==> config.mk <==
export PLATFORM = sky130hd
export DESIGN_NAME = usb_evt_latch
export DESIGN_NICKNAME = d
export VERILOG_FILES = /design/src/rtl/usb_evt_latch_pkg.sv /design/src/rtl/usb_evt_sync.sv /design/src/rtl/usb_evt_holdoff.sv /design/src/rtl/usb_evt_edge.sv /design/src/rtl/usb_evt_latch.sv
export SDC_FILE = /design/constraint.sdc
export NUM_CORES = 1
export LEC_CHECK = 0
export ABC_AREA = 1
export CORE_MARGIN = 2
export CORE_UTILIZATION = 25
export DETAILED_ROUTE_END_ITERATION = 6
export DONT_BUFFER_PORTS = 1
export HOLD_SLACK_MARGIN = 0.02
export PLACE_DENSITY = 0.49
export SLEW_MARGIN = 20
export SYNTH_ARGS = -nofsm -noshare
export SYNTH_HDL_FRONTEND = slang
export SYNTH_SLANG_ARGS = --single-unit
==> constraint.sdc <==
create_clock -name clk -period 1.3 [get_ports clk]
set_input_delay 0.13 -clock clk [delete_from_list [all_inputs] [get_ports clk]]
set_output_delay 0.13 -clock clk [all_outputs]
set_load 0.01 [all_outputs]
==> src/rtl/usb_evt_latch_pkg.sv <==
// Shared constants for the edge-qualified interrupt latch unit.
// Assumes an 8-bit register address space and a five-source layout.
package usb_evt_latch_pkg;
    localparam int NSRC     = 5;
    localparam int B_ID     = 4;
    localparam int B_SESSEND = 3;
    localparam int B_SESSVLD = 2;
    localparam int B_VBUS   = 1;
    localparam int B_HDISC  = 0;

    localparam logic [7:0] A_RISE     = 8'h0D;
    localparam logic [7:0] A_RISE_SET = 8'h0E;
    localparam logic [7:0] A_RISE_CLR = 8'h0F;
    localparam logic [7:0] A_FALL     = 8'h10;
    localparam logic [7:0] A_FALL_SET = 8'h11;
    localparam logic [7:0] A_FALL_CLR = 8'h12;
    localparam logic [7:0] A_STATUS   = 8'h13;
    localparam logic [7:0] A_LATCH    = 8'h14;
endpackage

==> src/rtl/usb_evt_sync.sv <==
// Two-flop synchroniser, one chain per bit.
// Assumes each bit is an independent slow level, so no bus coherency is needed.
module usb_evt_sync #(
    parameter int W = 5
) (
    input  logic         clk,
    input  logic         rst_n,
    input  logic [W-1:0] d_i,
    output logic [W-1:0] q_o
);
    for (genvar g = 0; g < W; g++) begin : g_bit
        logic meta_q, sync_q;
        // Two-stage capture of one asynchronous bit.
        always_ff @(posedge clk) begin
            if (!rst_n) begin
                meta_q <= 1'b0;
                sync_q <= 1'b0;
            end else begin
                meta_q <= d_i[g];
                sync_q <= meta_q;
            end
        end
        assign q_o[g] = sync_q;
    end
endmodule

==> src/rtl/usb_evt_holdoff.sv <==
// Hold-off timer for the ID source.
// open_o is 1 only after the pullup has been on for HOLD_CYCLES cycles in a row.
// Assumes the pullup control is synchronous to clk.
module usb_evt_holdoff #(
    parameter int HOLD_CYCLES = 3_000_000
) (
    input  logic clk,
    input  logic rst_n,
    input  logic pullup_i,
    output logic open_o
);
    localparam int CW = $clog2(HOLD_CYCLES + 1);
    localparam logic [CW-1:0] LIMIT = CW'(HOLD_CYCLES);

    logic [CW-1:0] cnt_q;

    // Count the cycles since the pullup turned on, saturating at the limit.
    always_ff @(posedge clk) begin
        if (!rst_n || !pullup_i) cnt_q <= '0;
        else if (cnt_q != LIMIT) cnt_q <= cnt_q + 1'b1;
    end

    assign open_o = pullup_i && (cnt_q == LIMIT);

    p_closed_when_off_r9: assert property (@(posedge clk) disable iff (!rst_n)
        !pullup_i |=> (cnt_q == '0));
endmodule

==> src/rtl/usb_evt_edge.sv <==
// Rising and falling edge detector on an already synchronised vector.
// Assumes the input is registered in the clk domain.
module usb_evt_edge #(
    parameter int W = 5
) (
    input  logic         clk,
    input  logic         rst_n,
    input  logic [W-1:0] lvl_i,
    output logic [W-1:0] rise_o,
    output logic [W-1:0] fall_o
);
    logic [W-1:0] prev_q;

    // Keep the previous level for comparison.
    always_ff @(posedge clk) begin
        if (!rst_n) prev_q <= '0;
        else        prev_q <= lvl_i;
    end

    assign rise_o = lvl_i & ~prev_q;
    assign fall_o = ~lvl_i & prev_q;
endmodule

==> src/rtl/usb_evt_latch.sv <==
// Edge-qualified interrupt latch unit: synchronises five status levels, applies
// the rise/fall masks, host-mode gating and the ID freeze, keeps clear-on-read
// latches and pulses an event request. Assumes single-cycle read/write strobes
// and that the control inputs (pulldowns, pullup) are synchronous to clk.
module usb_evt_latch
    import usb_evt_latch_pkg::*;
#(
    parameter int HOLD_CYCLES = 3_000_000
) (
    input  logic            clk,
    input  logic            rst_n,
    input  logic [NSRC-1:0] src_i,
    input  logic            dp_pulldown_i,
    input  logic            dm_pulldown_i,
    input  logic            id_pullup_i,
    input  logic [7:0]      reg_addr_i,
    input  logic            reg_wr_i,
    input  logic            reg_rd_i,
    input  logic [7:0]      reg_wdata_i,
    output logic [7:0]      reg_rdata_o,
    output logic            evt_req_o
);
    localparam int PAD = 8 - NSRC;

    logic [NSRC-1:0] sync_w, view_q, rise_w, fall_w, evt_w;
    logic [NSRC-1:0] rise_en_q, fall_en_q, latch_q;
    logic [NSRC-1:0] wbits;
    logic            id_open, host_mode;
    logic            unused_wbits;

    assign wbits        = reg_wdata_i[NSRC-1:0];
    assign unused_wbits = ^reg_wdata_i[7:NSRC];
    assign host_mode    = dp_pulldown_i && dm_pulldown_i;

    usb_evt_sync #(.W(NSRC)) sync_i (
        .clk(clk), .rst_n(rst_n), .d_i(src_i), .q_o(sync_w));

    usb_evt_holdoff #(.HOLD_CYCLES(HOLD_CYCLES)) hold_i (
        .clk(clk), .rst_n(rst_n), .pullup_i(id_pullup_i), .open_o(id_open));

    // Visible levels: the ID bit follows the synchroniser only while open.
    always_ff @(posedge clk) begin
        if (!rst_n) begin
            view_q <= '0;
        end else begin
            for (int i = 0; i < NSRC; i++) begin
                if (i != B_ID || id_open) view_q[i] <= sync_w[i];
            end
        end
    end

    usb_evt_edge #(.W(NSRC)) edge_i (
        .clk(clk), .rst_n(rst_n), .lvl_i(view_q), .rise_o(rise_w), .fall_o(fall_w));

    // Mask the edges and gate host-disconnect by host mode.
    always_comb begin
        evt_w = (rise_w & rise_en_q) | (fall_w & fall_en_q);
        if (!host_mode) evt_w[B_HDISC] = 1'b0;
    end

    // Mask registers with direct, set and clear aliases.
    always_ff @(posedge clk) begin
        if (!rst_n) begin
            rise_en_q <= '1;
            fall_en_q <= '1;
        end else if (reg_wr_i) begin
            case (reg_addr_i)
                A_RISE:     rise_en_q <= wbits;
                A_RISE_SET: rise_en_q <= rise_en_q | wbits;
                A_RISE_CLR: rise_en_q <= rise_en_q & ~wbits;
                A_FALL:     fall_en_q <= wbits;
                A_FALL_SET: fall_en_q <= fall_en_q | wbits;
                A_FALL_CLR: fall_en_q <= fall_en_q & ~wbits;
                default: ;
            endcase
        end
    end

    // Sticky latch; a read replaces it with only this cycle's new events.
    always_ff @(posedge clk) begin
        if (!rst_n)                                latch_q <= '0;
        else if (reg_rd_i && reg_addr_i == A_LATCH) latch_q <= evt_w;
        else                                       latch_q <= latch_q | evt_w;
    end

    // One-cycle event request, aligned with the latch update.
    always_ff @(posedge clk) begin
        if (!rst_n) evt_req_o <= 1'b0;
        else        evt_req_o <= |evt_w;
    end

    // Registered read data.
    always_ff @(posedge clk) begin
        if (!rst_n) begin
            reg_rdata_o <= '0;
        end else if (reg_rd_i) begin
            case (reg_addr_i)
                A_RISE, A_RISE_SET, A_RISE_CLR: reg_rdata_o <= {{PAD{1'b0}}, rise_en_q};
                A_FALL, A_FALL_SET, A_FALL_CLR: reg_rdata_o <= {{PAD{1'b0}}, fall_en_q};
                A_STATUS:                       reg_rdata_o <= {{PAD{1'b0}}, view_q};
                A_LATCH:                        reg_rdata_o <= {{PAD{1'b0}}, latch_q};
                default:                        reg_rdata_o <= '0;
            endcase
        end
    end

    p_reserved_zero_r1: assert property (@(posedge clk) disable iff (!rst_n)
        reg_rdata_o[7:NSRC] == '0);
    p_latch_read_r5: assert property (@(posedge clk) disable iff (!rst_n)
        (reg_rd_i && reg_addr_i == A_LATCH) |=> (reg_rdata_o[NSRC-1:0] == $past(latch_q)));
    p_req_with_latch_r7: assert property (@(posedge clk) disable iff (!rst_n)
        evt_req_o |-> (latch_q != '0));
    p_host_gate_r8: assert property (@(posedge clk) disable iff (!rst_n)
        $rose(latch_q[B_HDISC]) |-> $past(host_mode));
    p_id_frozen_r9: assert property (@(posedge clk) disable iff (!rst_n)
        !id_open |=> $stable(view_q[B_ID]));
endmodule

# Word-level counts from Yosys, hierarchy flattened
# Cells that the tools add are included.
# totals
ff_bits,66
latchBits,0
mem_bits_rw,0
rom_bits,0
inputBits,28
elab_cells,61
mem_count,0
# op_classes
n_addsub,1
multipliers,0
n_div,0
order_cmp,0
n_eq_ne,10
shifts,0
n_mux,5
bitwise_logic,13
n_reduce_logical,13
# op_table
op,n
8-bit by 5-bit equality test with 1-bit output (second input constant),5
5-bit bitwise AND,6
5-bit case mux with 3 select lines,2
8-bit by 4-bit equality test with 1-bit output (second input constant),3
22-bit by 1-bit adder with 22-bit output (second input constant),1
22-bit equality test (second input constant),1
22-bit != test (second input constant),1
5-bit OR,4
5-bit case mux with 4 select lines,1
5-bit inverter,3
3-bit nonzero test,2
3-bit OR reduction,2
5-bit two-way mux,1
5-bit OR reduction,1
2-bit AND reduction,2
1-bit logical AND,3
1-bit zero test,2
1-bit logical OR,1
1-bit two-way mux,1

# Longest topological paths before layout
# depth
word_depth,7
mapped_depth,10

# By module
# Synthesis repeated with hierarchy kept, for this count alone.
# hier_totals
hier_cells,481
hier_area_um2,3274.4
# modules_own_cells
module,n_inst,cells_per_inst,area_each_um2
usb_evt_latch,1,203,1422.6
usb_evt_holdoff,1,207,1315.0
usb_evt_sync,1,36,324.1
usb_evt_edge,1,35,212.7

# Worst setup path before layout
# No wires, ideal clock.
# synth_path
kind,reg2reg
from,register hold_i.cnt_q[0]
to,register hold_i.cnt_q[20]
arrival_time_ns,1.259
path_slack_ns,-0.078
stages_incl_launch_ff,11
path_buffers,0
period_less_slack_ns,1.378
cell_sequence,dfxtp_1 > ha_1 > nand2_1 > inv_2 > nand3_2 > nor2_4 > nand2_2 > nor2_1 > nand2_1 > nand2_1 > nor2_1
# synth_between
elab_chain_len,1
word_cells_on_any_way,2
cone_classes,add/sub (1); eq/ne (1)
# synth_rtl
element,line,source
"start, declared",usb_evt_holdoff.sv:15,logic [CW-1:0] cnt_q;
"start signal, assigned",usb_evt_holdoff.sv:20,else if (cnt_q != LIMIT) cnt_q <= cnt_q + 1'b1;
22-bit by 1-bit adder with 22-bit output or 22-bit != test (tied branches),usb_evt_holdoff.sv:20,
# Parallel ways exist; a longest one is shown, timed or not.
# A chain may end at the register's enable or synchronous reset.

# Worst setup path in the final report
# layout_path
from,register hold_i.cnt_q[1]
to,register hold_i.cnt_q[20]
# The elaborated chain is that of the path after synthesis.

==> out/qor.yml <==
crit_path_frequent_cell: "nand2_1"
htreeDepth: 3
ant_nets: 0
ys_seq_area_frac: 0.4212
synth.top_cells.by_area: "dfxtp_1 (42%), nand2_1 (13%), nand3_1 (12%), inv_1 (7.8%), a21oi_1 (4.2%)"
hp-class: "primary input to register"
status: "finished with violations"
gp_congestion: 0.8270
grt_setup_unrepaired: "true"
grt_usage: 0.1222
critPathMaxStageDelay_ns: 0.37
cts_buffers: 9
final_nets: 511
synth_top_area_cell: "dfxtp_1"
crit_type: "register to register"
synth_top_flop_cell: "dfxtp_1"
num_antenna_cells: 0
cts_tree: "done"
syn_to_final_growth_pct: 31.51
hold_viol_final: 0
critPathCaptureType: "register"
drt_iter0_drc: 128
dp_hpwl_microns: 5388
insertion_delay_ns: 0.33
cp_cell_sequence: "ha_4 -> nand2_4 -> inv_4 -> nand3_4 -> nor2_4 -> nand2_2 -> nor2_2 -> nand2_1 -> nand2_1 -> nor2_1"
worst_slack_ns: -0.03643
cp.buffers_inverters: 1
syn_area_sq_um: 2994
finClkSkew_ns: 0.008605
leakage_nw: 1.690
syn_avg_cell_area_sq_um: 6.899
io-pin-count: 37
drtPass1Iterations: 6
crit_slowest_cell: "dfxtp_4"
die-area_sq_um: 12870
grt_pass1_wl_microns: 12630
path_delay_family: "simple AND/OR/NAND/NOR gates"
setup_violations: 3
slew_headroom: 0.4511
fmax_ghz: 0.7483
wl_per_cell_microns: 11.64
yosys_warnings: 0
violations: "setup timing"
tns_ns: -0.07959
clk_pin_slew_ns: 0.06
finalCriticalPeriod_ns: 1.336
grt_pass1_vias: 2765
tightest_slew_ns: 0.8233
crit_arrival_ns: 1.56
cts_buffer_depth: 2
dp_slack_ns: -0.05056
worstPathRequired_ns: 1.52
synthCells: 434
final.period_utilization: 1.028
drc: 0
dieWidth_microns: 113.4
maxCapViolations: 0
initial_core_util: 0.2589
ys_seq_elements: 63
grt_max_degree: 22
coreArea_sq_um: 11560
drv_slew: 0
row_count: 39
die-height_microns: 113.4
synth-edff-count: 0
vdd_drop_max_v: 0.0007152
clock_sinks: 63
pwr_density_cell_nw_per_um2: 1174
async_flop_share: 0
placedCellCount: 589
drt-total-wl_microns: 7322
antenna_found_initial: 0
via_per_inst: 4.466
path_max_fanout: 5
num_vias: 2809
layout-drive-gt1-share: 0.1770
io_buffer_count: 0
clockRootBuffer: "clkbuf_16"
layoutNonFillerInstCount: 629
start_kind: "register"
grt_remaining_overflow: 0
yosysTopAreaCellShare: 0.4212
synth_cell_types: 28
[flip-flops by register name, indices dropped and copies added, names as in the netlist]
signal	count
sync_i.g_bit.sync_q	5
hold_i.cnt_q	22
evt_req_o	1
edge_i.prev_q	5
reg_rdata_o	5
latch_q	5
rise_en_q	5
view_q	5
fall_en_q	5
sync_i.g_bit.meta_q	5
[path summary, 6_finish.rpt]
path | start | end | slack, ns | cells after the start
max | hold_i.cnt_q[1] | hold_i.cnt_q[20] | -0.04 | 10
min | reg_rd_i | reg_rdata_o[4] | 0.04 | 3
max reg2reg | hold_i.cnt_q[1] | hold_i.cnt_q[20] | -0.04 | 10
min reg2reg | sync_i.g_bit[0].sync_q | view_q[0] | 0.41 | 2
[worst register-to-register path, stage by stage (launching register included)]
cell	delay, ns
dfxtp_4	0.37
ha_4	0.15
nand2_4	0.06
inv_4	0.06
nand3_4	0.09
nor2_4	0.19
nand2_2	0.10
nor2_2	0.08
nand2_1	0.05
nand2_1	0.06
nor2_1	0.03
[power by group]
part | internal [mW] | switching, mW
clock network | 1.54 | 0.886
logic | 0.0918 | 0.120
registers | 1.96 | 0.0211
[cells by family (layout without fill, tap and decap cells)]
kind of cell / Yosys count / in the layout / share of synthesized area
simple gates: 244 / 244 / 0.3836
buf+inv: 77 / 127 / 0.1045
flops: 63 / 63 / 0.4212
compound gates: 47 / 47 / 0.08107
fa+ha+maj: 2 / 2 / 0.008356
other cells: 1 / 3 / 0.001252
[Yosys cell counts (4+ instances only)]
cell / count
nand4_1: 11
buf_4: 6
nor2_1: 31
nor3_1: 7
o21ai_1: 7
nand2_2: 5
inv_1: 62
nand2_1: 102
a21oi_1: 25
o21ai_0: 12
nand3_1: 70
nor2_2: 6
dfxtp_1: 63
inv_2: 4
[placed cells by master, fill, tap and decap left out, drive strengths merged, types with 2 or more instances in the layout]
cell type / count
nand3b: 3
clkinv: 3
a21oi: 26
nand3: 74
clkinvlp: 3
nand2: 107
nand4: 11
buf: 21
dfxtp: 63
nor3: 8
inv: 66
dlygate4sd3: 22
clkbuf: 10
o21ai: 19
conb: 3
ha: 2
nor2: 40
[layout make-up]
| type | count | area [sq um] |
|---|---|---|
| fillers | 1224 | 7627 |
| multi-input cells | 296 | 1526 |
| flip-flops and latches | 63 | 1276 |
| repair buffers | 44 | 390.4 |
| inverters | 67 | 256.5 |
| clock buffers | 10 | 239.0 |
| well taps | 143 | 178.9 |
| clock inverters | 6 | 70.07 |
[routing by layer]
metal | wire (microns) | global-route usage | up-vias
met5 | 0 | 0 | -
met3 | 297 | 0.04304 | 8
li1 | - | - | 1484
met2 | 3258 | 0.1932 | 43
met1 | 3689 | 0.1592 | 1274
met4 | 76 | 0.03252 | 0
[stage by stage]
step / area (sq um) / util / hold WS, ns / total power [mW]
2_1_floorplan: 3029 / - / 0.2276 / 2.147
3_3_place_gp: 3297 / 0.2851 / 0.2214 / 2.168
3_5_place_dp: 3297 / 0.2851 / 0.2233 / 2.171
4_1_cts: 3861 / 0.3339 / 0.03197 / 4.700
5_1_grt: 3938 / 0.3405 / 0.05316 / 4.816
6_report: 3938 / 0.3405 / 0.04269 / 4.623
[what timing repair did]
item | 4_1_cts | 5_1_grt
setup endpoints to repair | 5 | 26
hold buffers | 23 | 0
buffers inserted | 1 | 1
hold endpoints to repair | 37 | 0
gates resized for setup | 4 | 29
pin swaps | 3 | 10
(Power assumes the default switching activity.)
